$ cat config.mk
export PLATFORM = sky130hd
export DESIGN_NAME = delim_carrier_top
export DESIGN_NICKNAME = d
export VERILOG_FILES = /design/src/rtl/delim_pkg.sv /design/src/rtl/delim_dp.sv /design/src/rtl/delim_ctl.sv /design/src/rtl/delim_carrier_top.sv
export SDC_FILE = /design/constraint.sdc
export NUM_CORES = 1
export LEC_CHECK = 0
export ABC_CLOCK_PERIOD_IN_PS = 1750
export CAP_MARGIN = 15
export CORE_MARGIN = 4
export CORE_UTILIZATION = 45
export DETAILED_ROUTE_END_ITERATION = 7
export PLACE_DENSITY_LB_ADDON = 0.12
export SYNTH_ARGS = -nofsm -noshare
export SYNTH_HDL_FRONTEND = slang
export SYNTH_SLANG_ARGS = --single-unit
$ cat constraint.sdc
create_clock -name clk -period 1.75 [get_ports clk]
set_input_delay 0.35 -clock clk [delete_from_list [all_inputs] [get_ports clk]]
set_output_delay 0.35 -clock clk [all_outputs]
set_load 0.05 [all_outputs]
$ cat src/rtl/delim_pkg.sv
package delim_pkg;
  localparam int SYM_W = 5;

  localparam logic [SYM_W-1:0] CODE_J = 5'b11000;
  localparam logic [SYM_W-1:0] CODE_K = 5'b10001;
  localparam logic [SYM_W-1:0] CODE_T = 5'b01101;
  localparam logic [SYM_W-1:0] CODE_R = 5'b00111;
  localparam logic [SYM_W-1:0] CODE_I = 5'b11111;

  typedef enum logic [2:0] {
    CL_DATA, CL_J, CL_K, CL_T, CL_R, CL_I
  } symClass_t;

  // Control to datapath strobes
  typedef struct packed {
    logic pass;   // capture the current code group as payload
    logic clear;  // force payload output to zero
  } dpStrobe_t;
endpackage

$ cat src/rtl/delim_dp.sv
module delim_dp
  import delim_pkg::*;
(
  input  logic             clk,
  input  logic             rstN,
  input  logic [SYM_W-1:0] sym,
  input  dpStrobe_t        strb,
  output symClass_t        symCls,
  output logic             dataEn,
  output logic [SYM_W-1:0] dataOut
);
  always_comb begin
    unique case (sym)
      CODE_J:  symCls = CL_J;
      CODE_K:  symCls = CL_K;
      CODE_T:  symCls = CL_T;
      CODE_R:  symCls = CL_R;
      CODE_I:  symCls = CL_I;
      default: symCls = CL_DATA;
    endcase
  end

  logic [SYM_W-1:0] outReg;
  logic             enReg;

  always_ff @(posedge clk or negedge rstN) begin
    if (!rstN) begin
      outReg <= '0;
      enReg  <= 1'b0;
    end else if (strb.pass) begin
      outReg <= sym;
      enReg  <= 1'b1;
    end else if (strb.clear) begin
      outReg <= '0;
      enReg  <= 1'b0;
    end
  end

  assign dataEn  = enReg;
  assign dataOut = outReg;

  // output is zero whenever the enable is low
  a_r7_zero_when_off: assert property (@(posedge clk) disable iff (!rstN)
    !dataEn |-> dataOut == '0);
  // enable only rises on a payload capture
  a_r7_rise_on_pass: assert property (@(posedge clk) disable iff (!rstN)
    $rose(dataEn) |-> $past(strb.pass));
endmodule

$ cat src/rtl/delim_ctl.sv
module delim_ctl
  import delim_pkg::*;
(
  input  logic      clk,
  input  logic      rstN,
  input  logic      symValid,
  input  symClass_t symCls,
  output dpStrobe_t strb,
  output logic      crs,
  output logic      rxDv,
  output logic      rxEr
);
  typedef enum logic [2:0] {
    ST_IDLE, ST_GOTJ, ST_DATA, ST_GOTT, ST_GOTI
  } ctlState_t;

  ctlState_t st, stNext;
  logic crsNext, dvNext, erNext;

  always_comb begin
    stNext     = st;
    crsNext    = crs;
    dvNext     = rxDv;
    erNext     = rxEr;
    strb.pass  = 1'b0;
    strb.clear = 1'b0;
    if (symValid) begin
      strb.clear = 1'b1;
      unique case (st)
        ST_IDLE: if (symCls == CL_J) stNext = ST_GOTJ;
        ST_GOTJ: begin
          if (symCls == CL_K) begin
            stNext  = ST_DATA;
            crsNext = 1'b1;
            dvNext  = 1'b1;
            erNext  = 1'b0;
          end else if (symCls != CL_J) begin
            stNext = ST_IDLE;
          end
        end
        ST_DATA, ST_GOTT, ST_GOTI: begin
          if (st == ST_GOTT && symCls == CL_R) begin
            stNext  = ST_IDLE;
            crsNext = 1'b0;
            dvNext  = 1'b0;
          end else if (st == ST_GOTI && symCls == CL_I) begin
            stNext  = ST_IDLE;
            crsNext = 1'b0;
            dvNext  = 1'b0;
            erNext  = 1'b1;
          end else if (symCls == CL_T) begin
            stNext = ST_GOTT;
          end else if (symCls == CL_I) begin
            stNext = ST_GOTI;
          end else begin
            stNext = ST_DATA;
            if (symCls == CL_DATA) begin
              strb.pass  = 1'b1;
              strb.clear = 1'b0;
            end
          end
        end
        default: stNext = ST_IDLE;
      endcase
    end
  end

  always_ff @(posedge clk or negedge rstN) begin
    if (!rstN) begin
      st   <= ST_IDLE;
      crs  <= 1'b0;
      rxDv <= 1'b0;
      rxEr <= 1'b0;
    end else begin
      st   <= stNext;
      crs  <= crsNext;
      rxDv <= dvNext;
      rxEr <= erNext;
    end
  end

  // carrier only rises on a strobed /K/
  a_r1_rise_on_k: assert property (@(posedge clk) disable iff (!rstN)
    $rose(crs) |-> ($past(symValid) && $past(symCls) == CL_K));
  // data valid lies within carrier
  a_r6_dv_in_crs: assert property (@(posedge clk) disable iff (!rstN)
    rxDv |-> crs);
  // error flag lies outside carrier
  a_r6_er_out_crs: assert property (@(posedge clk) disable iff (!rstN)
    rxEr |-> !crs);
  // nothing moves without a strobe
  a_r9_hold: assert property (@(posedge clk) disable iff (!rstN)
    !symValid |=> $stable({crs, rxDv, rxEr}));
  // error flag only clears on a strobed /K/
  a_r5_er_clear_on_k: assert property (@(posedge clk) disable iff (!rstN)
    $fell(rxEr) |-> ($past(symValid) && $past(symCls) == CL_K));
endmodule

$ cat src/rtl/delim_carrier_top.sv
module delim_carrier_top
  import delim_pkg::*;
(
  input  logic             clk,
  input  logic             rstN,
  input  logic             symValid,
  input  logic [SYM_W-1:0] sym,
  output logic             crs,
  output logic             rxDv,
  output logic             rxEr,
  output logic             dataEn,
  output logic [SYM_W-1:0] dataOut
);
  symClass_t symCls;
  dpStrobe_t strb;

  delim_dp u_dp (
    .clk     (clk),
    .rstN    (rstN),
    .sym     (sym),
    .strb    (strb),
    .symCls  (symCls),
    .dataEn  (dataEn),
    .dataOut (dataOut)
  );

  delim_ctl u_ctl (
    .clk      (clk),
    .rstN     (rstN),
    .symValid (symValid),
    .symCls   (symCls),
    .strb     (strb),
    .crs      (crs),
    .rxDv     (rxDv),
    .rxEr     (rxEr)
  );
endmodule

==> impl_metrics.csv, run 1 <==
group,metric,value,unit
placed_design,hpwlAfterDp,1450,um
routing,num_vias,708,
global_route,antenna_found_initial,0,
clock_network,numCtsBuffers,3,
logic_synthesis,syn-cell-area,732,um2
floorplanning,rows,14,
worst_setup_path,worst_setup_path_end_kind,"register",
logic_synthesis,ys_ff_latch,11,
timing,rsz0062_at_grt,"false",
pwr,p_leak,0.463,nW
logic_synthesis,yosysWarnings,0,
floorplanning,dieArea,2340,um2
hold_path,hold_path_class,"input pin to asynchronous set/reset pin",
routing,post-route-drc-count,0,
pwr,power_frac_seq,0.406,
global_route,grt_start_max_net_pins,13,
global_route,grt_pass1_vias,723,
timing,period_needed,1700,ps
logic_synthesis,synth_edf_count,0,
routing,wl_per_cell,13.9,um
floorplanning,die_w,48.3,um
timing,min_period_over_period,0.970,
placed_design,placed_area,977,um2
clock_network,clk_path_buf_depth,2,
logic_synthesis,yosysMostFrequentCell,"dfrtp_1",
logic_synthesis,syn_inst,84,
timing,setup_tns,0,ps
routing,viasPerCell,5.45,
clock_network,post_cts_buffers,0,
worst_setup_path,start_kind,"input pin",
routing,drt-total-wl,1810,um
pwr,clkPwrFrac,0.239,
timing,fin_skew,4.73,ps
routing,dr.pass1.iters,4,
routing,drtIter0Drc,9,
routing,ant_nets,0,
flow_run,drv_cap,0,
floorplanning,initial_utilization,0.480,
logic_synthesis,post-synth-top-area-cell,"dfrtp_1",
placed_design,gp_congestion,0.816,
worst_setup_path,path_class,"input pin to register",
placed_design,io_buffers,16,
worst_setup_path,critPathMaxStageDelay,490,ps
global_route,gr-total-overflow,0,
floorplanning,io_pins,17,
floorplanning,core,1520,um2
timing,hold_viol,0,
cells_and_area,nNetsFinal,123,
worst_setup_path,cp.arrival,1850,ps
pwr,power,0.728,mW
pwr,swShare,0.360,
cells_and_area,drive_above_1_share,0.289,
global_route,grt_pass1_wl,3220,um
logic_synthesis,synth_top_area_frac,0.376,
logic_synthesis,seq_area_frac_synth,0.376,
logic_synthesis,ys_types,37,
worst_setup_path,path_max_fanout,3,
timing,worstMarginPinSlew,546,ps
run_status,status,"complete, no violations",
global_route,track_usage,0.171,
logic_synthesis,synth_common_cells,"dfrtp_1, nor2_1, nand2_1, o21ai_0, inv_1",
clock_network,clock_sinks,11,
worst_setup_path,r2r_setup_slack,320,ps
logic_synthesis,avgSynthCellArea,8.71,um2
timing,slew_headroom,0.635,
cells_and_area,fillCellCount,139,
clock_network,tritoncts,"yes",
pwr,p_sw,0.262,mW
clock_network,holdBufCountCts,0,
pwr,p_per_area,725,nW/um2
cells_and_area,design_area,1000,um2
logic_synthesis,syn_nets,92,
floorplanning,die_height,48.3,um
worst_setup_path,cp.required,1900,ps
timing,setup-violations-final,0,
worst_setup_path,slowest_stage,"clkdlybuf4s50_1",
pwr,comb_power_share,0.355,
clock_network,cts_max_level,1,
logic_synthesis,async_flop_share,1.00,
logic_synthesis,synthFlopType,"dfrtp_1",
timing,drv_slew,0,
worst_setup_path,crit_chain,"clkdlybuf4s50_1, or4b_1, o211ai_1, nand2_1, a32o_1",
clock_network,clock_latency,260,ps
timing,max_freq,589,MHz
cells_and_area,n_antenna_cell,0,
clock_network,clk_pin_slew,70,ps
cells_and_area,syn2layout_area_growth,37.1,%
pwr,vdd_drop_max,0.000551,V
clock_network,cts_root_buffer,"clkbuf_4",
pwr,p_int,0.466,mW
logic_synthesis,synth_area_leaders,"dfrtp_1, nor2_1, a32o_1",
-- placed cells by master (no fill, tap or decap), types with 3 or more instances in the layout --
cell type	count
buf_4	26
dfrtp_1	11
nor2_1	9
nand2_1	7
o21ai_0	6
inv_1	5
clkdlybuf4s50_1	4
nand3_1	3
a32o_1	3
clkbuf_4	3
-- area by class of cell --
cell class | count | area (um2) | area share
inverter | 5 | 18.8 | 0.0187
tap | 16 | 20.0 | 0.0200
multi-input combinational | 61 | 398 | 0.397
clock buffer | 4 | 26.3 | 0.0262
sequential | 11 | 275 | 0.274
timing repair buffer | 33 | 265 | 0.264
-- critical path: cells and delay by family --
kind	cells	cell delay (ps)
buffers and inverters	1	490
AOI/OAI and AO/OA	2	450
and+or+nand+nor	2	570
-- cells by family after synthesis --
group,after synthesis,synth area share
and+or+nand+nor,35,0.277
AOI/OAI and AO/OA,25,0.255
buffers and inverters,12,0.0803
DFF,11,0.376
xor gates and xnor gates,1,0.0120
-- power by group through the flow --
stage          sequential (mW)  clock (mW)  combinational [mW]
2_1_floorplan            0.359           0               0.106
3_3_place_gp             0.300           0               0.258
3_5_place_dp             0.301           0               0.261
4_1_cts                  0.295       0.181               0.260
5_1_grt                  0.299       0.199               0.278
6_report                 0.295       0.174               0.259
-- flip-flops by register name, indices dropped and copies added (netlist names) --
name	cells
u_ctl.crs	1
u_ctl.rxEr	1
u_ctl.st	3
u_dp.dataEn	1
u_dp.dataOut	5
-- worst paths after layout --
check                      depth (start not counted)              end            start
max                                                5  u_dp.dataOut[1]           sym[4]
min                                                1      u_ctl.st[1]             rstN
max reg2reg                                        3  u_dp.dataOut[1]      u_ctl.st[2]
min reg2reg                                        1  u_dp.dataOut[2]  u_dp.dataOut[2]
max in group asynchronous                          1       u_ctl.rxEr             rstN
min in group clk                                   1  u_dp.dataOut[2]  u_dp.dataOut[2]
-- layer usage --
layer | track usage | routed length, um | vias to the layer above | share of wire
li1 | - | - | 370 | -
met1 | 0.242 | 880 | 321 | 0.49
met2 | 0.250 | 834 | 15 | 0.46
met3 | 0.0368 | 72 | 2 | 0.040
met4 | 0.0691 | 18 | 0 | 0.010
met5 | 0 | 0 | - | 0
-- what timing repair did --
| item | CTS | global route |
|---|---|---|
| setup endpoints to repair | 4 | 2 |
| pin swaps | 1 | 1 |
| resized for setup | 2 | 1 |
-- metrics by stage --
stage | std cells | util | setup WS [ps] | hold WS (ps)
6_report | 130 | 0.658 | 51.7 | 433
5_1_grt | 130 | 0.658 | 2.81 | 455
4_1_cts | 130 | 0.657 | 35.4 | 436
3_5_place_dp | 126 | 0.641 | -351 | 498
3_3_place_gp | 126 | 0.641 | -289 | 484
2_1_floorplan | 84 | - | 162 | 54.4
No activity file was read; power rests on OpenSTA's default activity.
==> run 2: changes to the inputs <==
Settings changed: REMOVE_ABC_BUFFERS set to 1.
==> impl_metrics.csv, run 2 (synthesis results as in run 1) <==
group,metric,value,unit
run_status,status,"complete, no violations",
worst_setup_path,r2r-start,"u_ctl.st[2]",
pwr,p_int,0.470,mW
timing,fin_skew,2.73,ps
worst_setup_path,path_max_fanout,3,
floorplanning,die_w,48.3,um
hold_path,hold_path_class,"input pin to asynchronous set/reset pin",
flow_run,drv_cap,0,
floorplanning,core,1520,um2
floorplanning,die_height,48.3,um
cells_and_area,layout_common_cells,"buf_4, dfrtp_1, nor2_1",
timing,rsz0062_at_grt,"false",
clock_network,numCtsBuffers,3,
cells_and_area,nNetsFinal,127,
floorplanning,dieArea,2340,um2
placed_design,io_buffers,16,
timing,drv_slew,0,
cells_and_area,layout_commonest_cell,"buf_4",
routing,post-route-drc-count,0,
clock_network,clock_sinks,11,
floorplanning,rows,14,
timing,setup_tns,0,ps
timing,period_needed,1670,ps
global_route,antenna_found_initial,0,
cells_and_area,n_antenna_cell,0,
worst_setup_path,slowest_stage,"clkdlybuf4s50_1",
clock_network,tritoncts,"yes",
cells_and_area,final_cells,134,
timing,max_freq,597,MHz
timing,hold_viol,0,
worst_setup_path,critPathMaxStageDelay,480,ps
cells_and_area,largest_register_ffs,5,
floorplanning,initial_utilization,0.480,
timing,hold_ws,404,ps
routing,dr.pass1.iters,4,
worst_setup_path,worst_setup_path_end_kind,"register",
timing,worstMarginPinSlew,485,ps
global_route,grt_pass1_vias,721,
clock_network,cts_root_buffer,"clkbuf_4",
timing,min_period_over_period,0.957,
worst_setup_path,path_class,"input pin to register",
worst_setup_path,cp.arrival,1830,ps
pwr,vdd_drop_max,0.000619,V
global_route,track_usage,0.165,
worst_setup_path,start_kind,"input pin",
cells_and_area,drive_above_1_share,0.331,
routing,wl_per_cell,12.9,um
clock_network,post_cts_buffers,0,
routing,num_vias,731,
pwr,power,0.733,mW
clock_network,clk_path_buf_depth,2,
cells_and_area,syn2layout_area_growth,42.4,%
global_route,gr-total-overflow,0,
timing,setup-violations-final,0,
pwr,swShare,0.359,
pwr,p_leak,0.485,nW
worst_setup_path,startpoint,"sym[4]",
routing,drtIter0Drc,11,
routing,drt-total-wl,1730,um
clock_network,clock_latency,270,ps
clock_network,cts_max_level,1,
global_route,grt_start_max_net_pins,13,
worst_setup_path,crit_chain,"clkdlybuf4s50_1, or4b_1, o211ai_1, nand2_1, a32o_1",
timing,slew_headroom,0.675,
placed_design,placedCellCount,130,
global_route,grt_pass1_wl,3170,um
floorplanning,io_pins,17,
routing,ant_nets,0,
pwr,comb_power_share,0.363,
pwr,clkPwrFrac,0.233,
clock_network,clk_pin_slew,70,ps
placed_design,hpwlAfterDp,1400,um
worst_setup_path,cp.required,1910,ps
placed_design,gp_congestion,0.825,
pwr,p_sw,0.263,mW
pwr,power_frac_seq,0.404,
routing,viasPerCell,5.46,
pwr,p_per_area,703,nW/um2
[run 2: what timing repair did]
action | CTS | global route
gates resized for setup | 2 | 2
hold endpoints to repair | 0 | 0
endpoints found under the setup margin | 3 | 2
pin swaps | 1 | 1
hold buffers | 0 | 0
[run 2: stage by stage]
step                      utilization  cell area, um2  worst slack [ps]
after floorplan                     -             692               294
after global placement          0.661            1010              -286
after detailed placement        0.661            1010              -347
after CTS                       0.677            1030              42.9
after global routing            0.684            1040              3.20
final                           0.684            1040              75.5
[run 2: layer usage]
metal  wire, um  GRT usage  share of wire
met5          0          0              0
met3         76     0.0521          0.044
met2        841      0.263           0.49
met1        811      0.221           0.47
met4          0     0.0276              0
[run 2: cell type report]
cell class | count | area (um2)
Clock buffer | 3 | 22.5
Clock inverter | 1 | 5.00
Fill cell | 121 | 482
Inverter | 5 | 18.8
Multi-Input combinational cell | 61 | 405
Sequential cell | 11 | 275
Tap cell | 16 | 20.0
Timing Repair Buffer | 37 | 295
[run 2: worst paths after layout]
| check | endpoint | depth (start not counted) | slack [ps] |
|---|---|---|---|
| worst max-delay path | u_dp.dataOut[2] | 5 | 80 |
| worst min-delay path | u_dp.dataOut[4] | 1 | 400 |
| worst max register to register | u_dp.dataOut[2] | 3 | 300 |
| worst min register to register | u_dp.dataOut[1] | 1 | 500 |
| max in group asynchronous | u_dp.dataOut[1] | 1 | 1020 |
| min in group clk | u_dp.dataOut[1] | 1 | 500 |
[run 2: worst max-delay path: cells and delay by family]
family                 cells  cell delay (ps)
and+or+nand+nor            2              550
buffers and inverters      1              480
AOI/OAI and AO/OA          2              450
[run 2: power groups by stage]
stage	logic (mW)	registers, mW	clock network (mW)
2_1_floorplan	0.0707	0.375	0
3_3_place_gp	0.265	0.300	0
3_5_place_dp	0.268	0.300	0
4_1_cts	0.267	0.296	0.180
5_1_grt	0.288	0.299	0.193
6_report	0.266	0.296	0.171
==> run 3: changes to the inputs <==
Settings changed: SKIP_CTS_REPAIR_TIMING set to 1.
==> impl_metrics.csv, run 3 (synthesis results as in run 1) <==
group,metric,value,unit
floorplanning,rows,14,
routing,ant_nets,0,
clock_network,cts_root_buffer,"clkbuf_4",
cells_and_area,nNetsFinal,127,
cells_and_area,fillCellCount,118,
worst_setup_path,r2r_setup_slack,300,ps
routing,wl_met3,76,um
worst_setup_path,critPathMaxStageDelay,550,ps
global_route,grt_start_max_net_pins,13,
cells_and_area,syn2layout_area_growth,43.4,%
timing,worstMarginPinSlew,485,ps
timing,setup_tns,0,ps
cells_and_area,largest_register_ffs,5,
run_status,status,"complete, no violations",
worst_setup_path,r2r-start,"u_ctl.st[2]",
cells_and_area,final_core_utilization,0.689,
hold_path,hold_path_class,"input pin to asynchronous set/reset pin",
routing,viasPerCell,5.46,
timing,fin_skew,2.73,ps
global_route,grt_pass1_wl,3170,um
cells_and_area,layout_common_cells,"buf_4, dfrtp_1, nor2_1",
pwr,vdd_drop_max,0.000619,V
clock_network,cts_max_level,1,
cells_and_area,final_cells,134,
worst_setup_path,worstRegToRegCells,3,
cells_and_area,n_antenna_cell,0,
pwr,p_leak,0.501,nW
worst_setup_path,r2r_end,"u_dp.dataOut[2]",
floorplanning,die_w,48.3,um
timing,slew_headroom,0.675,
floorplanning,die_height,48.3,um
routing,num_vias,731,
placed_design,io_buffers,16,
floorplanning,io_pins,17,
routing,top_layer_used,"met3",
routing,post-route-drc-count,0,
timing,min_period_over_period,0.955,
floorplanning,core,1520,um2
pwr,p_per_area,699,nW/um2
worst_setup_path,crit_chain,"clkdlybuf4s50_1, nand3_2, or2_0, a32o_1, a32o_1",
worst_setup_path,slowest_stage,"clkdlybuf4s50_1",
global_route,track_usage,0.165,
routing,wl_per_cell,12.9,um
routing,met1_length,806,um
clock_network,clock_sinks,11,
clock_network,numCtsBuffers,3,
clock_network,clk_pin_slew,70,ps
routing,drtIter0Drc,11,
worst_setup_path,path_max_fanout,4,
placed_design,placedCellCount,130,
worst_setup_path,cp.required,1910,ps
timing,period_needed,1670,ps
cells_and_area,drive_above_1_share,0.331,
timing,rsz0062_at_grt,"false",
worst_setup_path,worst_setup_path_end_kind,"register",
flow_run,drv_cap,0,
worst_setup_path,cp.arrival,1830,ps
global_route,grt_pass1_vias,721,
routing,dr.pass1.iters,4,
pwr,power,0.734,mW
timing,hold_viol,0,
global_route,gr-total-overflow,0,
worst_setup_path,path_class,"input pin to register",
routing,dr_wl_met2,851,um
worst_setup_path,start_kind,"input pin",
clock_network,tritoncts,"yes",
cells_and_area,layout_commonest_cell,"buf_4",
clock_network,clk_path_buf_depth,2,
worst_setup_path,cpMostUsedCell,"a32o_1",
timing,max_freq,598,MHz
floorplanning,initial_utilization,0.480,
global_route,antenna_found_initial,0,
floorplanning,dieArea,2340,um2
routing,drt-total-wl,1730,um
placed_design,place_ws,-347,ps
placed_design,gp_congestion,0.825,
timing,drv_slew,0,
timing,setup-violations-final,0,
clock_network,clock_latency,270,ps
placed_design,hpwlAfterDp,1400,um
timing,worst_slack,78.7,ps
==> run 3: worst max-delay path, delay by kind of cell <==
| kind | cells | cell delay, ps |
|---|---|---|
| compound gates | 2 | 580 |
| simple gates | 2 | 340 |
| buf+inv | 1 | 550 |
==> run 3: report_power, final <==
part,leakage [nW],total (mW),internal [mW],switching [mW]
Sequential,0.148,0.296,0.277,0.0192
Clock,0.0177,0.171,0.0847,0.0860
Combinational,0.335,0.267,0.110,0.158
==> run 3: worst max-delay path by stage <==
stage / slack [ps] / end / start
2_1_floorplan: 290 / u_dp.dataOut[1] / sym[1]
3_3_place_gp: -290 / u_dp.dataOut[1] / sym[3]
3_5_place_dp: -350 / u_dp.dataOut[2] / sym[3]
4_1_cts: -60 / u_dp.dataOut[2] / sym[3]
5_1_grt: 3 / u_dp.dataOut[2] / sym[4]
6_report: 80 / u_dp.dataOut[2] / sym[0]
==> run 3: through the flow <==
| step | area [um2] | hold WS (ps) |
|---|---|---|
| 3_5_place_dp | 1010 | 484 |
| 3_3_place_gp | 1010 | 480 |
| 2_1_floorplan | 692 | 54.4 |
| 6_report | 1050 | 404 |
| 4_1_cts | 1030 | 437 |
| 5_1_grt | 1050 | 458 |
==> run 3: cell type report <==
type / count / area (um2) / share of cell area
multi-input cells: 61 / 405 / 0.386
repair buffers: 37 / 303 / 0.288
flip-flops and latches: 11 / 275 / 0.262
clock buffers: 3 / 22.5 / 0.0215
well taps: 16 / 20.0 / 0.0191
inverters: 5 / 18.8 / 0.0179
clock inverters: 1 / 5.00 / 0.00477
==> run 3: metal layers <==
layer  vias up  global-route usage
met1       335               0.221
met3         0              0.0521
li1        381                   -
met5         -                   0
met2        15               0.263
met4         0              0.0276
